**config.mk**
```make
export PLATFORM = sky130hd
export DESIGN_NAME = erase_seq
export DESIGN_NICKNAME = d
export VERILOG_FILES = /design/src/rtl/esq_pkg.sv /design/src/rtl/esq_pulse_timer.sv /design/src/rtl/esq_cancel_det.sv /design/src/rtl/erase_seq.sv
export SDC_FILE = /design/constraint.sdc
export NUM_CORES = 1
export LEC_CHECK = 0
export ABC_CLOCK_PERIOD_IN_PS = 3500
export CAP_MARGIN = 20
export CORE_ASPECT_RATIO = 0.5
export CORE_MARGIN = 3
export CORE_UTILIZATION = 45
export DETAILED_ROUTE_END_ITERATION = 6
export GPL_ROUTABILITY_DRIVEN = 0
export PLACE_DENSITY = 0.68
export RECOVER_POWER = 25
export SLEW_MARGIN = 5
export SYNTH_ARGS = -nofsm -noshare
export SYNTH_HDL_FRONTEND = slang
export SYNTH_SLANG_ARGS = --single-unit
```
**constraint.sdc**
```tcl
create_clock -name clk -period 3.5 [get_ports clk]
set_input_delay 0.525 -clock clk [delete_from_list [all_inputs] [get_ports clk]]
set_output_delay 0.525 -clock clk [all_outputs]
set_load 0.005 [all_outputs]
```
**src/rtl/esq_pkg.sv**
```systemverilog
package esq_pkg;

  typedef enum logic [3:0] {
    S_IDLE,
    S_SCAN_RD,
    S_SCAN_CHK,
    S_PP_PULSE,
    S_PP_RD,
    S_PP_CHK,
    S_ER_PULSE,
    S_EV_RD,
    S_EV_CHK
  } esq_state_e;

  localparam logic [7:0] BYTE_BLANK  = 8'hFF;
  localparam logic [7:0] BYTE_ZEROED = 8'h00;
  localparam logic [7:0] CANCEL_CODE = 8'hFF;

  function automatic logic is_blank(input logic [7:0] d);
    return d == BYTE_BLANK;
  endfunction

  function automatic logic is_zeroed(input logic [7:0] d);
    return d == BYTE_ZEROED;
  endfunction

  // true once the number of attempts used has reached its ceiling
  function automatic logic spent(input int unsigned used, input int unsigned ceiling);
    return used >= ceiling;
  endfunction

  function automatic int unsigned bits_for(input int unsigned maxval);
    return $clog2(maxval + 1);
  endfunction

endpackage

```
**src/rtl/esq_pulse_timer.sv**
```systemverilog
module esq_pulse_timer #(
  parameter int unsigned CW = 8
) (
  input  logic          clk,
  input  logic          rst_n,
  input  logic          run,
  input  logic [CW-1:0] len_m1,
  output logic          last
);
  logic [CW-1:0] cnt_q;

  always_ff @(posedge clk or negedge rst_n) begin
    if (!rst_n)      cnt_q <= '0;
    else if (!run)   cnt_q <= '0;
    else             cnt_q <= cnt_q + 1'b1;
  end

  assign last = run && (cnt_q == len_m1);
endmodule

```
**src/rtl/esq_cancel_det.sv**
```systemverilog
module esq_cancel_det
  import esq_pkg::*;
(
  input  logic       clk,
  input  logic       rst_n,
  input  logic       clr,
  input  logic       we,
  input  logic [7:0] wbyte,
  output logic       hit
);
  logic prev_code_q;
  logic is_code;

  assign is_code = (wbyte == CANCEL_CODE);

  always_ff @(posedge clk or negedge rst_n) begin
    if (!rst_n)   prev_code_q <= 1'b0;
    else if (clr) prev_code_q <= 1'b0;
    else if (we)  prev_code_q <= is_code;
  end

  assign hit = we && is_code && prev_code_q;
endmodule

```
**src/rtl/erase_seq.sv**
```systemverilog
module erase_seq
  import esq_pkg::*;
#(
  parameter int unsigned ADDR_W    = 8,
  parameter int unsigned PROG_W    = 1000,
  parameter int unsigned ERASE_W   = 1000000,
  parameter int unsigned PROG_MAX  = 25,
  parameter int unsigned ERASE_MAX = 1000,
  localparam int unsigned EC_W     = $clog2(ERASE_MAX + 1)
) (
  input  logic              clk,
  input  logic              rst_n,
  input  logic              start,
  input  logic [ADDR_W-1:0] arr_last,
  input  logic              cmd_we,
  input  logic [7:0]        cmd_byte,
  output logic [ADDR_W-1:0] mem_addr,
  output logic              mem_rd,
  input  logic [7:0]        mem_rdata,
  output logic              mem_prog,
  output logic              mem_erase,
  output logic              busy,
  output logic              done,
  output logic              pass,
  output logic              fail,
  output logic              aborted,
  output logic [EC_W-1:0]   erase_pulses
);
  localparam int unsigned WMAX = (ERASE_W > PROG_W) ? ERASE_W : PROG_W;
  localparam int unsigned TW   = $clog2(WMAX) + 1;
  localparam int unsigned PC_W = $clog2(PROG_MAX + 1);
  localparam logic [TW-1:0] PROG_LEN_M1  = TW'(PROG_W - 1);
  localparam logic [TW-1:0] ERASE_LEN_M1 = TW'(ERASE_W - 1);

  esq_state_e state_q;
  logic [ADDR_W-1:0] cur_q;      // scan / pre-program address
  logic [ADDR_W-1:0] resume_q;   // stored verify address
  logic [PC_W-1:0]   pc_q;       // program pulses spent on cur_q
  logic [EC_W-1:0]   ec_q;       // erase pulses issued
  logic done_q, pass_q, fail_q, abort_q;

  // named internal events
  logic in_pulse, pulse_end, cancel_hit, cancel_now;
  logic ev_scan_dirty, ev_scan_end;
  logic ev_pp_ok, ev_pp_giveup, ev_pp_last;
  logic ev_ev_ok, ev_ev_miss, ev_ev_last, ev_er_giveup;

  assign busy      = (state_q != S_IDLE);
  assign in_pulse  = (state_q == S_PP_PULSE) || (state_q == S_ER_PULSE);
  assign mem_prog  = (state_q == S_PP_PULSE);
  assign mem_erase = (state_q == S_ER_PULSE);
  assign mem_rd    = (state_q == S_SCAN_RD) || (state_q == S_PP_RD) || (state_q == S_EV_RD);
  assign mem_addr  = (state_q == S_ER_PULSE || state_q == S_EV_RD || state_q == S_EV_CHK)
                     ? resume_q : cur_q;

  esq_pulse_timer #(.CW(TW)) u_timer (
    .clk    (clk),
    .rst_n  (rst_n),
    .run    (in_pulse),
    .len_m1 (mem_prog ? PROG_LEN_M1 : ERASE_LEN_M1),
    .last   (pulse_end)
  );

  esq_cancel_det u_cancel (
    .clk   (clk),
    .rst_n (rst_n),
    .clr   (start && !busy),
    .we    (cmd_we),
    .wbyte (cmd_byte),
    .hit   (cancel_hit)
  );

  assign cancel_now = busy && cancel_hit;

  assign ev_scan_dirty = (state_q == S_SCAN_CHK) && !is_blank(mem_rdata);
  assign ev_scan_end   = (state_q == S_SCAN_CHK) && is_blank(mem_rdata) && (cur_q == arr_last);
  assign ev_pp_ok      = (state_q == S_PP_CHK) && is_zeroed(mem_rdata);
  assign ev_pp_last    = ev_pp_ok && (cur_q == arr_last);
  assign ev_pp_giveup  = (state_q == S_PP_CHK) && !is_zeroed(mem_rdata)
                         && spent(32'(pc_q), PROG_MAX);
  assign ev_ev_ok      = (state_q == S_EV_CHK) && is_blank(mem_rdata);
  assign ev_ev_last    = ev_ev_ok && (resume_q == arr_last);
  assign ev_ev_miss    = (state_q == S_EV_CHK) && !is_blank(mem_rdata);
  assign ev_er_giveup  = ev_ev_miss && spent(32'(ec_q), ERASE_MAX);

  always_ff @(posedge clk or negedge rst_n) begin
    if (!rst_n) begin
      state_q  <= S_IDLE;
      cur_q    <= '0;
      resume_q <= '0;
      pc_q     <= '0;
      ec_q     <= '0;
      done_q   <= 1'b0;
      pass_q   <= 1'b0;
      fail_q   <= 1'b0;
      abort_q  <= 1'b0;
    end else begin
      done_q <= 1'b0;
      if (cancel_now) begin
        state_q <= S_IDLE;
        done_q  <= 1'b1;
        abort_q <= 1'b1;
      end else begin
        unique case (state_q)
          S_IDLE: begin
            if (start) begin
              state_q  <= S_SCAN_RD;
              cur_q    <= '0;
              resume_q <= '0;
              pc_q     <= '0;
              ec_q     <= '0;
              pass_q   <= 1'b0;
              fail_q   <= 1'b0;
              abort_q  <= 1'b0;
            end
          end
          S_SCAN_RD: state_q <= S_SCAN_CHK;
          S_SCAN_CHK: begin
            if (ev_scan_dirty) begin
              cur_q   <= '0;
              pc_q    <= '0;
              state_q <= S_PP_PULSE;
            end else if (ev_scan_end) begin
              state_q <= S_IDLE;
              done_q  <= 1'b1;
              pass_q  <= 1'b1;
            end else begin
              cur_q   <= cur_q + 1'b1;
              state_q <= S_SCAN_RD;
            end
          end
          S_PP_PULSE: begin
            if (pulse_end) begin
              pc_q    <= pc_q + 1'b1;
              state_q <= S_PP_RD;
            end
          end
          S_PP_RD: state_q <= S_PP_CHK;
          S_PP_CHK: begin
            if (ev_pp_last) begin
              resume_q <= '0;
              ec_q     <= EC_W'(1);
              state_q  <= S_ER_PULSE;
            end else if (ev_pp_ok) begin
              cur_q   <= cur_q + 1'b1;
              pc_q    <= '0;
              state_q <= S_PP_PULSE;
            end else if (ev_pp_giveup) begin
              state_q <= S_IDLE;
              done_q  <= 1'b1;
              fail_q  <= 1'b1;
            end else begin
              state_q <= S_PP_PULSE;
            end
          end
          S_ER_PULSE: if (pulse_end) state_q <= S_EV_RD;
          S_EV_RD: state_q <= S_EV_CHK;
          S_EV_CHK: begin
            if (ev_ev_last) begin
              state_q <= S_IDLE;
              done_q  <= 1'b1;
              pass_q  <= 1'b1;
            end else if (ev_ev_ok) begin
              resume_q <= resume_q + 1'b1;
              state_q  <= S_EV_RD;
            end else if (ev_er_giveup) begin
              state_q <= S_IDLE;
              done_q  <= 1'b1;
              fail_q  <= 1'b1;
            end else begin
              ec_q    <= ec_q + 1'b1;
              state_q <= S_ER_PULSE;
            end
          end
          default: state_q <= S_IDLE;
        endcase
      end
    end
  end

  assign done         = done_q;
  assign pass         = pass_q;
  assign fail         = fail_q;
  assign aborted      = abort_q;
  assign erase_pulses = ec_q;
endmodule

```
==> key figures, run 1 <==
STA
  • Fmax: 324 MHz
  • Final Setup Violations: 0
  • Clock Skew: 0.00651 ns
  • Period minus WS final: 3.09 ns
  • RSZ-0062 raised after global routing: no
  • Worst Setup Slack, final: 0.413 ns
  • Final Max Tran Viols: 32
  • Worst Max-Slew Pin Slew: 1.71 ns
  • Setup TNS Final: 0 ns
  • Final worst-path cycle share: 88.2%
  • Final hold viol count: 0
  • Slew margin rel.: -14.0%

Layout
  • # diodes: 0
  • Area grow syn2layout: 26.5%
  • Leading cell type in the layout, fill and taps excluded: dfrtp_1
  • Share of post-route cells with drive strength above 1: 8.00%
  • Register area: 1530 um^2
  • Area of the multi-input gates: 2180 um^2
  • Nets@finish: 530
  • Most frequent cells in the layout: 61 x dfrtp_1, 52 x clkdlybuf4s50_1, 38 x o21ai_0
  • Number of fill cells: 734
  • Final core occ: 59.4%

Placement
  • Post-DP HPWL: 6920 um
  • Worst slack, placed: 0.295 ns
  • PortBufs: 53

Route
  • Initial drt markers: 306
  • Post-route DRC: 0
  • Routed WL per cell: 15.7 um
  • ANT nets after route: 0
  • 1st-pass router iterations: 5
  • Vias/cell: 5.74
  • Total Wirelength: 9590 um
  • DR vias: 3510

Synthesis
  • Synth warn: 0
  • Seq cells post-synth: 61
  • EDFF count, synth: 0
  • Async set or reset register ratio after synthesis: 100%
  • Avg Inst Size Synth: 8.70 um^2
  • Mapped Nets: 473
  • Unique cell type count in the Yosys netlist: 58
  • Seq/Total Area, Yosys: 40.0%
  • Ys flop type: dfrtp_1
  • Mapped cell area: 3810 um^2
  • Post-Syn Instances: 438

Clock tree
  • Post-cts sizing count: 0
  • Clk_lat worst skew: 0.33 ns
  • Clock Sinks: 61
  • TritonCTS clock tree: yes
  • CTS clk-pin slew, worst paths: 0.05 ns
  • Bufs on Longest Clock Path: 2
  • Hold buffers post-CTS: 0
  • Root Buffer: clkbuf_16
  • CTS Buf Count: 9
  • Htree depth: 3
  • Postcts setup bufs: 0

Global routing
  • Routing usage on met3: 4.55%
  • First-pass GRT wire length: 16400 um
  • Initial antenna violation count: 0
  • Gr busiest metal: met1
  • Met2 Usage GRT: 30.6%
  • Largest net degree at the start of global routing: 32
  • Vias in the first global route: 3348
  • M1 GR Usage: 31.9%
  • GRT Util Overall: 21.1%
  • Total gr overflow: 0

Power and ir drop
  • Clock group share of total power: 37.6%
  • Worst vdd ir: 0.000407 V
  • Flop pwr share: 29.5%
  • Combinational Power Share: 33.0%
  • LEAKAGE: 1.97 nW
  • Switch share: 34.2%
  • Internal power: 1.83 mW
  • Switching power: 0.949 mW
  • Power per cell area: 576 nW/um^2

Worst setup path
  • Critical path peak fanout: 12
  • Startpoint class of the critical path: register
  • Buf/Inv on CP: 1
  • Cell Chain, Critical Path: nor3_1 -> nand2_1 -> nand2_1 -> mux2_2 -> clkdlybuf4s50_1
  • Top cell by count, worst path: nand2_1
  • Slowest stage delay, CP: 0.53 ns
  • CP max-delay cell: dfrtp_1
  • CP Capture Type: output pin
  • CP Data Arrival Time: 2.56 ns
  • Setup CP Type: reg2out
  • Largest delay contributor family on the critical path: simple AND/OR/NAND/NOR gates
  • WP data required: 2.97 ns

Run
  • Max-cap violations: 1

Floorplan
  • Starting density of the core: 47.0%
  • Die ar.: 9680 um^2
  • IO Count: 54
  • Die X: 136 um
  • Die height: 71.1 um
  • Total core area: 8120 um^2
  • # rows: 23

Worst hold path
  • Tightest Hold Check Type: reg2reg

Status
  • Failing checks: capacitance limit, slew limit
  • Outcome: finished, violations left
==> worst register-to-register path, cell delays in order (launching register included) <==
cell	delay, ns
dfrtp_1	0.53
and2b_1	0.33
nand3b_2	0.16
or4_4	0.59
a21o_1	0.31
or4_1	0.50
a21oi_1	0.15
==> layer usage <==
layer / vias up / wire, um
met2: 97 / 4120
met3: 12 / 548
met5: - / 0
met4: 0 / 112
li1: 1727 / -
met1: 1674 / 4810
==> power groups by stage <==
stage	Sequential, mW	Clock (mW)	Combinational, mW
2_1_floorplan	0.814	0	0.601
3_3_place_gp	0.831	0	0.900
3_5_place_dp	0.831	0	0.905
4_1_cts	0.819	1.06	0.913
5_1_grt	0.828	1.09	1.02
6_report	0.819	1.04	0.916
==> layout make-up <==
| type | instances | share of cell area [%] |
|---|---|---|
| clock buffers | 10 | 4.96 |
| clock inverters | 6 | 2.28 |
| multi-input cells | 349 | 45.2 |
| inverters | 14 | 1.09 |
| well taps | 112 | 2.91 |
| repair buffers | 60 | 11.9 |
| flip-flops and latches | 61 | 31.7 |
==> worst paths after layout <==
check | startpoint | endpoint | slack [ns] | cells after the start
max in group asynchronous | rst_n | u_timer.cnt_q[16]$_DFF_PN0_ | 1.31 | 2
worst min-delay path | u_timer.cnt_q[0]$_DFF_PN0_ | u_timer.cnt_q[0]$_DFF_PN0_ | 0.48 | 1
min in group asynchronous | rst_n | resume_q[6]$_DFFE_PN0P_ | 0.63 | 1
worst min register to register | u_timer.cnt_q[0]$_DFF_PN0_ | u_timer.cnt_q[0]$_DFF_PN0_ | 0.48 | 1
worst max-delay path | state_q[1]$_DFFE_PN0P_ | mem_addr[7] | 0.41 | 5
worst max register to register | state_q[1]$_DFFE_PN0P_ | erase_pulses[7]$_DFFE_PN0P_ | 0.85 | 6
==> cell usage after synthesis, drive strengths merged, types with 4 or more instances <==
| cell type | n | area [um^2] |
|---|---|---|
| nor4 | 11 | 96.3 |
| inv | 14 | 52.6 |
| nand3 | 17 | 85.1 |
| clkbuf | 12 | 45.0 |
| nand2 | 34 | 128 |
| a21oi | 36 | 180 |
| o31ai | 5 | 37.5 |
| xor2 | 20 | 175 |
| nand3b | 6 | 48.8 |
| or3 | 14 | 87.6 |
| and2 | 5 | 31.3 |
| and3 | 10 | 62.6 |
| a211oi | 5 | 37.5 |
| nand4 | 20 | 125 |
| o21ai | 40 | 200 |
| mux2 | 8 | 90.1 |
| or4 | 4 | 33.8 |
| nor3 | 12 | 60.1 |
| ha | 7 | 87.6 |
| xnor2 | 14 | 123 |
| nor2 | 37 | 139 |
| a21o | 5 | 37.5 |
| dfrtp | 61 | 1530 |
==> stage by stage <==
stage / std cells / area [um^2] / total power, mW / hold slack [ns]
after floorplan: 438 / 3810 / 1.42 / 0.229
after global placement: 596 / 4480 / 1.73 / 0.472
after detailed placement: 596 / 4480 / 1.74 / 0.477
after CTS: 612 / 4820 / 2.79 / 0.281
after global routing: 612 / 4820 / 2.94 / 0.501
final: 612 / 4820 / 2.78 / 0.482
==> cell families after synthesis <==
logic type | count (synthesis) | synth area share [%]
AOI/OAI and AO/OA | 116 | 18.2
xor gates and xnor gates | 34 | 7.81
adders and majority gates | 7 | 2.30
buffers and inverters | 28 | 2.82
DFF | 61 | 40.0
muxes | 9 | 2.63
and+or+nand+nor | 183 | 26.2
==> flip-flops by register name (all words and copies together) (netlist names) <==
register and count:
aborted 1, cur_q 8, done 1, erase_pulses 10, fail 1, pass 1
pc_q 5, resume_q 8, state_q 4, u_cancel.prev_code_q 1, u_timer.cnt_q 21
Note: power is estimated with default switching activity, not from simulation.
==> inputs of run 2 (changes only) <==
Settings changed: GPL_TIMING_DRIVEN from default to 1.
==> results of run 2 <==
The final DEF is identical to that of run 1; final timing and power are the same.
==> inputs of run 3 (changes only) <==
Settings changed: CORE_UTILIZATION 45 to 44, PLACE_DENSITY 0.68 to 0.67.
==> key figures, run 3 (synthesis results as in run 1) <==
Status
  • Outcome: finished, violations left
  • Failing checks: capacitance limit, slew limit

Worst setup path
  • Cell Chain, Critical Path: nand3b_1 -> nand2_1 -> mux2_2 -> clkdlybuf4s50_1
  • Setup CP Type: reg2out
  • Worst r2r src: state_q[3]$_DFFE_PN0P_
  • Critical path peak fanout: 16 (+4)
  • CP Capture Type: output pin
  • Largest delay contributor family on the critical path: simple AND/OR/NAND/NOR gates
  • Buf/Inv on CP: 1 (unchanged)
  • R2R cell count: 6 (unchanged)
  • Slowest stage delay, CP: 0.55 ns (+0.02 ns)
  • CP max-delay cell: dfrtp_1
  • Worst reg2reg endpoint: cur_q[7]$_DFFE_PN0P_
  • R2R setup slack: 0.87 ns (+0.02 ns)
  • CP Data Arrival Time: 2.38 ns (-0.18 ns)
  • WP data required: 2.97 ns (about the same)
  • Startpoint class of the critical path: register

Power and ir drop
  • Switch share: 34.2% (about the same)
  • LEAKAGE: 1.97 nW (about the same)
  • Switching power: 0.926 mW (-2.4%)
  • Power per cell area: 564 nW/um^2 (-2.2%)
  • Flop pwr share: 29.6% (about the same)
  • Worst vdd ir: 0.000391 V (-3.8%)
  • Clock group share of total power: 35.9% (-1.7 points)
  • Internal power: 1.78 mW (-2.6%)
  • Combinational Power Share: 34.4% (+1.4 points)

STA
  • RSZ-0062 raised after global routing: no
  • Final worst-path cycle share: 83.0% (-5.2 points)
  • Final hold viol count: 0 (unchanged)
  • Setup TNS Final: 0 ns (unchanged)
  • Final Max Tran Viols: 30 (-6.3%)
  • Fmax: 344 MHz (+6.3%)
  • Slew margin rel.: -6.53% (+7.5 points)
  • Clock Skew: 0.00298 ns (-0.00354 ns)
  • Period minus WS final: 2.90 ns (-0.183 ns)
  • Final Setup Violations: 0 (unchanged)
  • Worst Max-Slew Pin Slew: 1.60 ns (-0.112 ns)

Route
  • Vias/cell: 5.82 (+1.5%)
  • Total Wirelength: 9540 um (-0.52%)
  • Routed WL per cell: 15.6 um (-0.52%)
  • Post-route DRC: 0 (unchanged)
  • DR vias: 3561 (+1.5%)
  • 1st-pass router iterations: 5 (unchanged)
  • ANT nets after route: 0 (unchanged)
  • Initial drt markers: 217 (-29%)

Floorplan
  • Total core area: 8200 um^2 (+1.1%)
  • IO Count: 54 (unchanged)
  • Die ar.: 9890 um^2 (+2.1%)
  • Die height: 71.8 um (+1.0%)
  • Starting density of the core: 46.5% (-0.49 points)
  • Die X: 138 um (+1.1%)
  • # rows: 23 (unchanged)

Clock tree
  • Postcts setup bufs: 0 (unchanged)
  • Htree depth: 3 (unchanged)
  • Root Buffer: clkbuf_16
  • Clk_lat worst skew: 0.33 ns (about the same)
  • Post-cts sizing count: 0 (unchanged)
  • Clock Sinks: 61 (unchanged)
  • Bufs on Longest Clock Path: 2 (unchanged)
  • CTS clk-pin slew, worst paths: 0.05 ns (about the same)
  • Hold buffers post-CTS: 0 (unchanged)
  • CTS Buf Count: 9 (unchanged)
  • TritonCTS clock tree: yes

Layout
  • Share of post-route cells with drive strength above 1: 7.80% (-0.20 points)
  • Area grow syn2layout: 26.0%
  • Largest Register: u_timer.cnt_q
  • Leading cell type in the layout, fill and taps excluded: dfrtp_1
  • Most frequent cells in the layout: 61 x dfrtp_1, 52 x clkdlybuf4s50_1, 38 x o21ai_0
  • Largest register FFs: 21 (unchanged)
  • Number of fill cells: 740 (+0.82%)
  • Nets@finish: 531 (+0.19%)
  • Cell area after layout: 4800 um^2 (-0.34%)
  • # diodes: 0 (unchanged)

Placement
  • Cell Area, Placed: 4480 um^2 (+0.17%)
  • PortBufs: 53 (unchanged)
  • Post-DP HPWL: 6940 um (+0.24%)

Run
  • Max-cap violations: 1 (unchanged)

Global routing
  • Largest net degree at the start of global routing: 34 (+6.3%)
  • Initial antenna violation count: 0 (unchanged)
  • GRT Util Overall: 20.9% (-0.24 points)
  • Total gr overflow: 0 (unchanged)
  • First-pass GRT wire length: 16400 um (-0.13%)
  • Vias in the first global route: 3344 (-0.12%)

Worst hold path
  • Tightest Hold Check Type: reg2reg
  • Hold_sp: aborted$_DFFE_PN0P_
  • Hold Path End: aborted$_DFFE_PN0P_
  • WHS Path Cells: 1 (unchanged)
## run 3: cell types whose count changed in the layout (fill, tap and decap cells not counted), sizes merged
cell / delta
buf: +1
bufinv: -1
clkbuf: +2
clkinvlp: -2
## run 3: worst max-delay path by stage
stage                                              to              startpoint  cells after the start
after global routing      erase_pulses[7]$_DFFE_PN0P_            mem_rdata[0]                      7
final                                     mem_addr[7]  state_q[3]$_DFFE_PN0P_                      4
after CTS                                 mem_addr[7]  state_q[3]$_DFFE_PN0P_                      4
after floorplan           erase_pulses[7]$_DFFE_PN0P_            mem_rdata[0]                      6
after global placement    erase_pulses[7]$_DFFE_PN0P_            mem_rdata[0]                      7
after detailed placement  erase_pulses[7]$_DFFE_PN0P_            mem_rdata[0]                      7
## run 3: worst register-to-register path: cells and delay by family (launching register included)
kind,cells,cell delay [ns]
flops,1,0.55
compound gates,3,0.90
simple gates,3,1.03
## run 3: power groups by stage
| stage | Combinational, mW | Sequential [mW] | Clock (mW) |
|---|---|---|---|
| global route | 1.04 | 0.812 | 1.02 |
| global placement | 0.924 | 0.814 | 0 |
| detailed placement | 0.922 | 0.815 | 0 |
| finish | 0.933 | 0.802 | 0.974 |
| CTS | 0.928 | 0.802 | 0.995 |
| floorplan | 0.601 | 0.814 | 0 |
## run 3: through the flow
step           setup WS [ns]  hold WS [ns]  cells  utilization, %  power [mW]
2_1_floorplan           1.05         0.229    438               -        1.42
3_3_place_gp           0.366         0.472    597            54.7        1.74
3_5_place_dp           0.297         0.477    597            54.7        1.74
4_1_cts                0.581         0.242    612            58.6        2.73
5_1_grt                0.367         0.511    612            58.6        2.88
6_report               0.596         0.479    612            58.6        2.71
## run 3: final cells by class
class | instances | area [um^2] | share of cell area [%]
Multi-Input combinational cell | 349 | 2180 | 45.3
Clock inverter | 3 | 68.8 | 1.43
Tap cell | 112 | 140 | 2.92
Sequential cell | 61 | 1530 | 31.8
Inverter | 14 | 52.6 | 1.09
Clock buffer | 12 | 256 | 5.34
Timing Repair Buffer | 61 | 582 | 12.1
## run 3: metal layers
metal  GRT usage [%]  routed length (um)
met3            5.19                 493
met4            6.08                 102
met1            31.0                4840
met2            30.1                4110
met5               0                   0
